## src/rtl/ptrrf_pkg.sv

```systemverilog
package ptrrf_pkg;
  localparam int DATA_W_DEF = 8;
  localparam int NUM_REG_DEF = 32;
  localparam int NUM_BANK = 2;

  typedef enum logic [0:0] {
    BANK_DMA = 1'b0,
    BANK_SER = 1'b1
  } bank_e;
endpackage

```

## src/rtl/ptrrf_rst_sync.sv

```systemverilog
module ptrrf_rst_sync (
  input  logic clk,
  input  logic rst_n,
  output logic rst_n_sync
);
  logic [1:0] sync_q;

  always_ff @(posedge clk or negedge rst_n) begin
    if (!rst_n) begin
      sync_q <= 2'b00;
    end else begin
      sync_q <= {sync_q[0], 1'b1};
    end
  end

  assign rst_n_sync = sync_q[1];
endmodule

```

## src/rtl/ptrrf_bank.sv

```systemverilog
module ptrrf_bank #(
  parameter int DATA_W  = 8,
  parameter int NUM_REG = 32
) (
  input  logic                       clk,
  input  logic                       rst_n,
  input  logic                       acc_wr,
  input  logic                       acc_rd,
  input  logic [DATA_W-1:0]          wdata,
  output logic [DATA_W-1:0]          rdata,
  output logic [$clog2(NUM_REG)-1:0] ptr_o
);
  localparam int PW = $clog2(NUM_REG);
  localparam int CW = DATA_W - PW;

  logic [PW-1:0]     ptr_q, ptr_d;
  logic [CW-1:0]     cmd_q, cmd_d;
  logic              step_en;
  logic              mem_we;
  logic              ptr_zero;
  logic [DATA_W-1:0] mem_q [NUM_REG];

  assign ptr_zero = (ptr_q == '0);
  assign step_en  = acc_wr | acc_rd;

  // next-state: register 0 write loads pointer, any other access consumes it
  always_comb begin
    ptr_d  = ptr_q;
    cmd_d  = cmd_q;
    mem_we = 1'b0;
    if (acc_wr) begin
      if (ptr_zero) begin
        cmd_d = wdata[DATA_W-1:PW];
        ptr_d = wdata[PW-1:0];
      end else begin
        mem_we = 1'b1;
        ptr_d  = '0;
      end
    end else if (acc_rd) begin
      ptr_d = '0;
    end
  end

  always_ff @(posedge clk or negedge rst_n) begin
    if (!rst_n) begin
      ptr_q <= '0;
      cmd_q <= '0;
    end else if (step_en) begin
      ptr_q <= ptr_d;
      cmd_q <= cmd_d;
    end
  end

  always_ff @(posedge clk or negedge rst_n) begin
    if (!rst_n) begin
      for (int i = 0; i < NUM_REG; i++) begin
        mem_q[i] <= '0;
      end
    end else if (mem_we) begin
      mem_q[ptr_q] <= wdata;
    end
  end

  assign rdata = ptr_zero ? {cmd_q, {PW{1'b0}}} : mem_q[ptr_q];
  assign ptr_o = ptr_q;
endmodule

```

## src/rtl/ptrrf_front.sv

```systemverilog
module ptrrf_front #(
  parameter int DATA_W  = ptrrf_pkg::DATA_W_DEF,
  parameter int NUM_REG = ptrrf_pkg::NUM_REG_DEF
) (
  input  logic              clk,
  input  logic              rst_n,
  input  logic              sel_dma,
  input  logic              sel_ser,
  input  logic              rd_stb,
  input  logic              wr_stb,
  input  logic [DATA_W-1:0] wdata,
  output logic [DATA_W-1:0] rdata
);
  import ptrrf_pkg::*;

  localparam int PW = $clog2(NUM_REG);

  logic                  rst_n_int;
  logic                  one_sel;
  logic                  wr_ok;
  logic                  rd_ok;
  logic [NUM_BANK-1:0]   sel_vec;
  logic [DATA_W-1:0]     bank_rdata [NUM_BANK];
  logic [PW-1:0]         bank_ptr   [NUM_BANK];
  logic [PW-1:0]         ptr_dma;
  logic [PW-1:0]         ptr_ser;

  ptrrf_rst_sync u_rst (
    .clk        (clk),
    .rst_n      (rst_n),
    .rst_n_sync (rst_n_int)
  );

  assign sel_vec[BANK_DMA] = sel_dma;
  assign sel_vec[BANK_SER] = sel_ser;
  assign one_sel = sel_dma ^ sel_ser;
  assign wr_ok   = wr_stb & one_sel;
  assign rd_ok   = rd_stb & ~wr_stb & one_sel;

  for (genvar b = 0; b < NUM_BANK; b++) begin : g_bank
    ptrrf_bank #(
      .DATA_W  (DATA_W),
      .NUM_REG (NUM_REG)
    ) u_bank (
      .clk    (clk),
      .rst_n  (rst_n_int),
      .acc_wr (wr_ok & sel_vec[b]),
      .acc_rd (rd_ok & sel_vec[b]),
      .wdata  (wdata),
      .rdata  (bank_rdata[b]),
      .ptr_o  (bank_ptr[b])
    );
  end

  assign ptr_dma = bank_ptr[BANK_DMA];
  assign ptr_ser = bank_ptr[BANK_SER];

  always_comb begin
    rdata = '0;
    if (rd_ok) begin
      rdata = sel_dma ? bank_rdata[BANK_DMA] : bank_rdata[BANK_SER];
    end
  end
endmodule

```

## config.mk

```make
export PLATFORM = sky130hd
export DESIGN_NAME = ptrrf_front
export DESIGN_NICKNAME = d
export VERILOG_FILES = /design/src/rtl/ptrrf_pkg.sv /design/src/rtl/ptrrf_rst_sync.sv /design/src/rtl/ptrrf_bank.sv /design/src/rtl/ptrrf_front.sv
export SDC_FILE = /design/constraint.sdc
export NUM_CORES = 1
export LEC_CHECK = 0
export BUFFER_PORTS_ARGS = -buffer_cell sky130_fd_sc_hd__buf_2
export CAP_MARGIN = 20
export CORE_ASPECT_RATIO = 0.6
export CORE_MARGIN = 2
export CORE_UTILIZATION = 45
export DETAILED_ROUTE_END_ITERATION = 6
export PLACE_DENSITY = 0.67
export SYNTH_ARGS = -nofsm -noshare
export SYNTH_HDL_FRONTEND = slang
export SYNTH_SLANG_ARGS = --single-unit
```

## constraint.sdc

```tcl
create_clock -name clk -period 29.6 [get_ports clk]
set_clock_uncertainty 0.15 [all_clocks]
set_input_delay 5.92 -clock clk [delete_from_list [all_inputs] [get_ports clk]]
set_output_delay 5.92 -clock clk [all_outputs]
set_load 0.03 [all_outputs]
```

==> flow_metrics.env <==
export IMPL_cp_data_required_time_ns=23.53
export IMPL_powerDensity_nw_per_um2=70.05
export IMPL_place_ws_ns=16.14
export IMPL_wl_per_cell_um=26.19
export IMPL_antenna_found_initial=0
export IMPL_power_uw=1868
export IMPL_grt_pass1_vias=14960
export IMPL_num_antenna_cells=0
export IMPL_postCtsHoldBufs=0
export IMPL_synth_top_area_frac=0.5381
export IMPL_ys_types=64
export IMPL_clk_latency_ns=0.58
export IMPL_path_max_fanout=5
export IMPL_nets=1650
export IMPL_chipHeight_um=184.9
export IMPL_relSlewSlack=0.3021
export IMPL_setup_viol=0
export IMPL_status="finished, final reports clean"
export IMPL_power_frac_comb=0.201
export IMPL_port_buffers=21
export IMPL_crit_path_end_kind="primary output"
export IMPL_drcViolationCount=0
export IMPL_dr_first_iter_drc_count=1286
export IMPL_postCtsSetupBuffers=0
export IMPL_worst_pin_slew_ns=1.039
export IMPL_vias=14550
export IMPL_seq_power_share=0.458
export IMPL_fill_cells=4573
export IMPL_synthFlopType="dfrtp_1"
export IMPL_ys_seq_area_frac=0.5381
export IMPL_power_switching_share=0.2921
export IMPL_wl_um=62470
export IMPL_synthArstFlopShare=1.000
export IMPL_drive_gt1_frac=0.4548
export IMPL_switchingPower_uw=545.5
export IMPL_final_core_utilization=0.4937
export IMPL_p_leak_uw=0.01222
export IMPL_synth_area_per_cell_um2=14.63
export IMPL_via_per_inst=6.100
export IMPL_grt_usage=0.2250
export IMPL_slew_violations=0
export IMPL_tns_ns=0
export IMPL_die_area_um2=56510
export IMPL_final_setup_worst_slack_ns=16.12
export IMPL_cts_sinks=528
export IMPL_dp_hpwl_um=39640
export IMPL_grt_setup_unrepaired="no"
export IMPL_min_path_type="flop to async pin"
export IMPL_coreArea_um2=54010
export IMPL_grt_pass1_wl_um=96190
export IMPL_cp_start_kind="primary input"
export IMPL_io_pins=22
export IMPL_worstSetupPathType="primary input to primary output"
export IMPL_post_route_period_util=0.4553
export IMPL_synth_edf_count=0
export IMPL_ys_warn_count=0
export IMPL_hold_violations=0
export IMPL_max_vdd_ir_drop_v=0.00004351
export IMPL_yosys_area_top_type="dfrtp_1"
export IMPL_numCtsBuffers=50
export IMPL_grt_max_degree=179
export IMPL_cts_htree_levels=2
export IMPL_postRouteAntennaNets=0
export IMPL_die_x_um=305.6
export IMPL_clk_pin_slew_ns=0.06
export IMPL_syn_num_nets=1692
export IMPL_cts_tree="done"
export IMPL_ctsResizeCount=0
export IMPL_cts_path_max_buffers=3
export IMPL_clock_root_buffer="clkbuf_16"
export IMPL_p_int_uw=1322
export IMPL_syn_area_um2=24550
export IMPL_fin_hold_ws_ns=0.1682
export IMPL_worstPathArrival_ns=7.41
export IMPL_final_cell_mix="522 x dfrtp_1, 505 x mux2_2, 90 x mux2i_1, 79 x mux4_2, 51 x clkbuf_16"
export IMPL_syn_inst=1678
export IMPL_initial_utilization=0.4546
export IMPL_drt_pass1_iter_count=6
export IMPL_placementRows=66
export IMPL_multiInputGateArea_um2=10620
export IMPL_pwr_share_clk=0.341
export IMPL_syn_to_final_growth_pct=8.581
export IMPL_final_common_cell="dfrtp_1"
export IMPL_register_area_um2=13230
export IMPL_fmax_mhz=74.20
export IMPL_period_minus_slack_ns=13.48
export IMPL_maxCapViolCount=0
export IMPL_synthTopCellsByArea="dfrtp_1 54%, mux2_2 23%, mux4_2 7.2%, mux2i_1 3.7%, clkbuf_1 1.2%"
export IMPL_ys_ff_latch=528
export IMPL_globalplace_congestion=0.8616
export IMPL_grt_overflow_total=0
## power groups by stage
stage	sequential [uW]	combinational, uW	clock (uW)
6_report	855	376	637
5_1_grt	866	398	679
4_1_cts	855	373	648
3_5_place_dp	868	372	0
3_3_place_gp	863	365	0
2_1_floorplan	852	282	0
## routing by layer
| metal | part of all wire | up-vias | GRT usage | wire length, um |
|---|---|---|---|---|
| met4 | 0.024 | 0 | 0.05655 | 1476 |
| met5 | 0 | - | 0 | 0 |
| li1 | - | 6153 | - | - |
| met3 | 0.075 | 74 | 0.05343 | 4698 |
| met2 | 0.41 | 442 | 0.3108 | 25660 |
| met1 | 0.49 | 7879 | 0.3520 | 30630 |
## synthesized netlist by cell type (all sizes together), types with 5 or more instances
cell     number
nor4         15
and2          8
o2111ai       5
nand2        48
mux4         79
or2           6
dfrtp       528
o32ai        10
a22o         16
a22oi        28
and3          9
mux2        506
o21ai        11
nand3b        5
o221ai        5
nor2b         5
nand3        16
buf          61
inv           7
nor2         40
mux2i        90
nand2b        8
clkbuf       78
nand4         8
nor3         24
o22ai        21
## state kept, by name, summed over array words and instances (netlist names)
| name | cells |
|---|---|
| g_bank.u_bank.ptr_o | 10 |
| g_bank.u_bank.mem_q | 510 |
| g_bank.u_bank.cmd_q | 6 |
| u_rst.sync_q | 2 |
## critical path, cell delays in order
cell	delay, ns
buf_2	0.10
nor2b_1	0.25
and3b_1	0.25
and2_1	0.46
a22o_1	0.21
buf_2	0.20
## layout make-up
class                           instances  area share
Multi-Input combinational cell       1004      0.3982
Timing Repair Buffer                   45     0.01164
Inverter                                7   0.0009855
Clock inverter                          8    0.004365
Tap cell                              714     0.03351
Sequential cell                       528      0.4962
Clock buffer                           79     0.05519
## metrics by stage
stage | instance area (um^2) | cells
6_report | 26660 | 2385
3_5_place_dp | 25070 | 2298
2_1_floorplan | 24550 | 1678
3_3_place_gp | 25070 | 2298
4_1_cts | 26660 | 2385
5_1_grt | 26660 | 2385
## path summary, 6_finish.rpt
kind	start	end	slack, ns	depth (start not counted)
min in group clk	u_rst.sync_q[0]$_DFF_PN0_	u_rst.sync_q[1]$_DFF_PN0_	0.21	0
hold / removal	u_rst.sync_q[1]$_DFF_PN0_	g_bank[0].u_bank.mem_q[91]$_DFFE_PN0P_	0.17	0
hold reg to reg	u_rst.sync_q[1]$_DFF_PN0_	g_bank[0].u_bank.mem_q[91]$_DFFE_PN0P_	0.17	0
setup reg to reg	g_bank[1].u_bank.ptr_o[0]$_DFFE_PN0P_	g_bank[1].u_bank.mem_q[69]$_DFFE_PN0P_	25.90	4
setup / recovery	sel_dma	rdata[1]	16.12	6
max in group asynchronous	rst_n	u_rst.sync_q[1]$_DFF_PN0_	24.24	1
## cell families (layout without fill, tap and decap cells)
logic type | Yosys count | after routing | synth area share
AOI/OAI and AO/OA | 119 | 119 | 0.03684
buffers and inverters | 146 | 139 | 0.02956
DFF | 528 | 528 | 0.5381
muxes | 675 | 675 | 0.3412
other | 1 | 1 | 0.0001527
and+or+nand+nor | 209 | 209 | 0.05412
(Power assumes the default switching activity.)
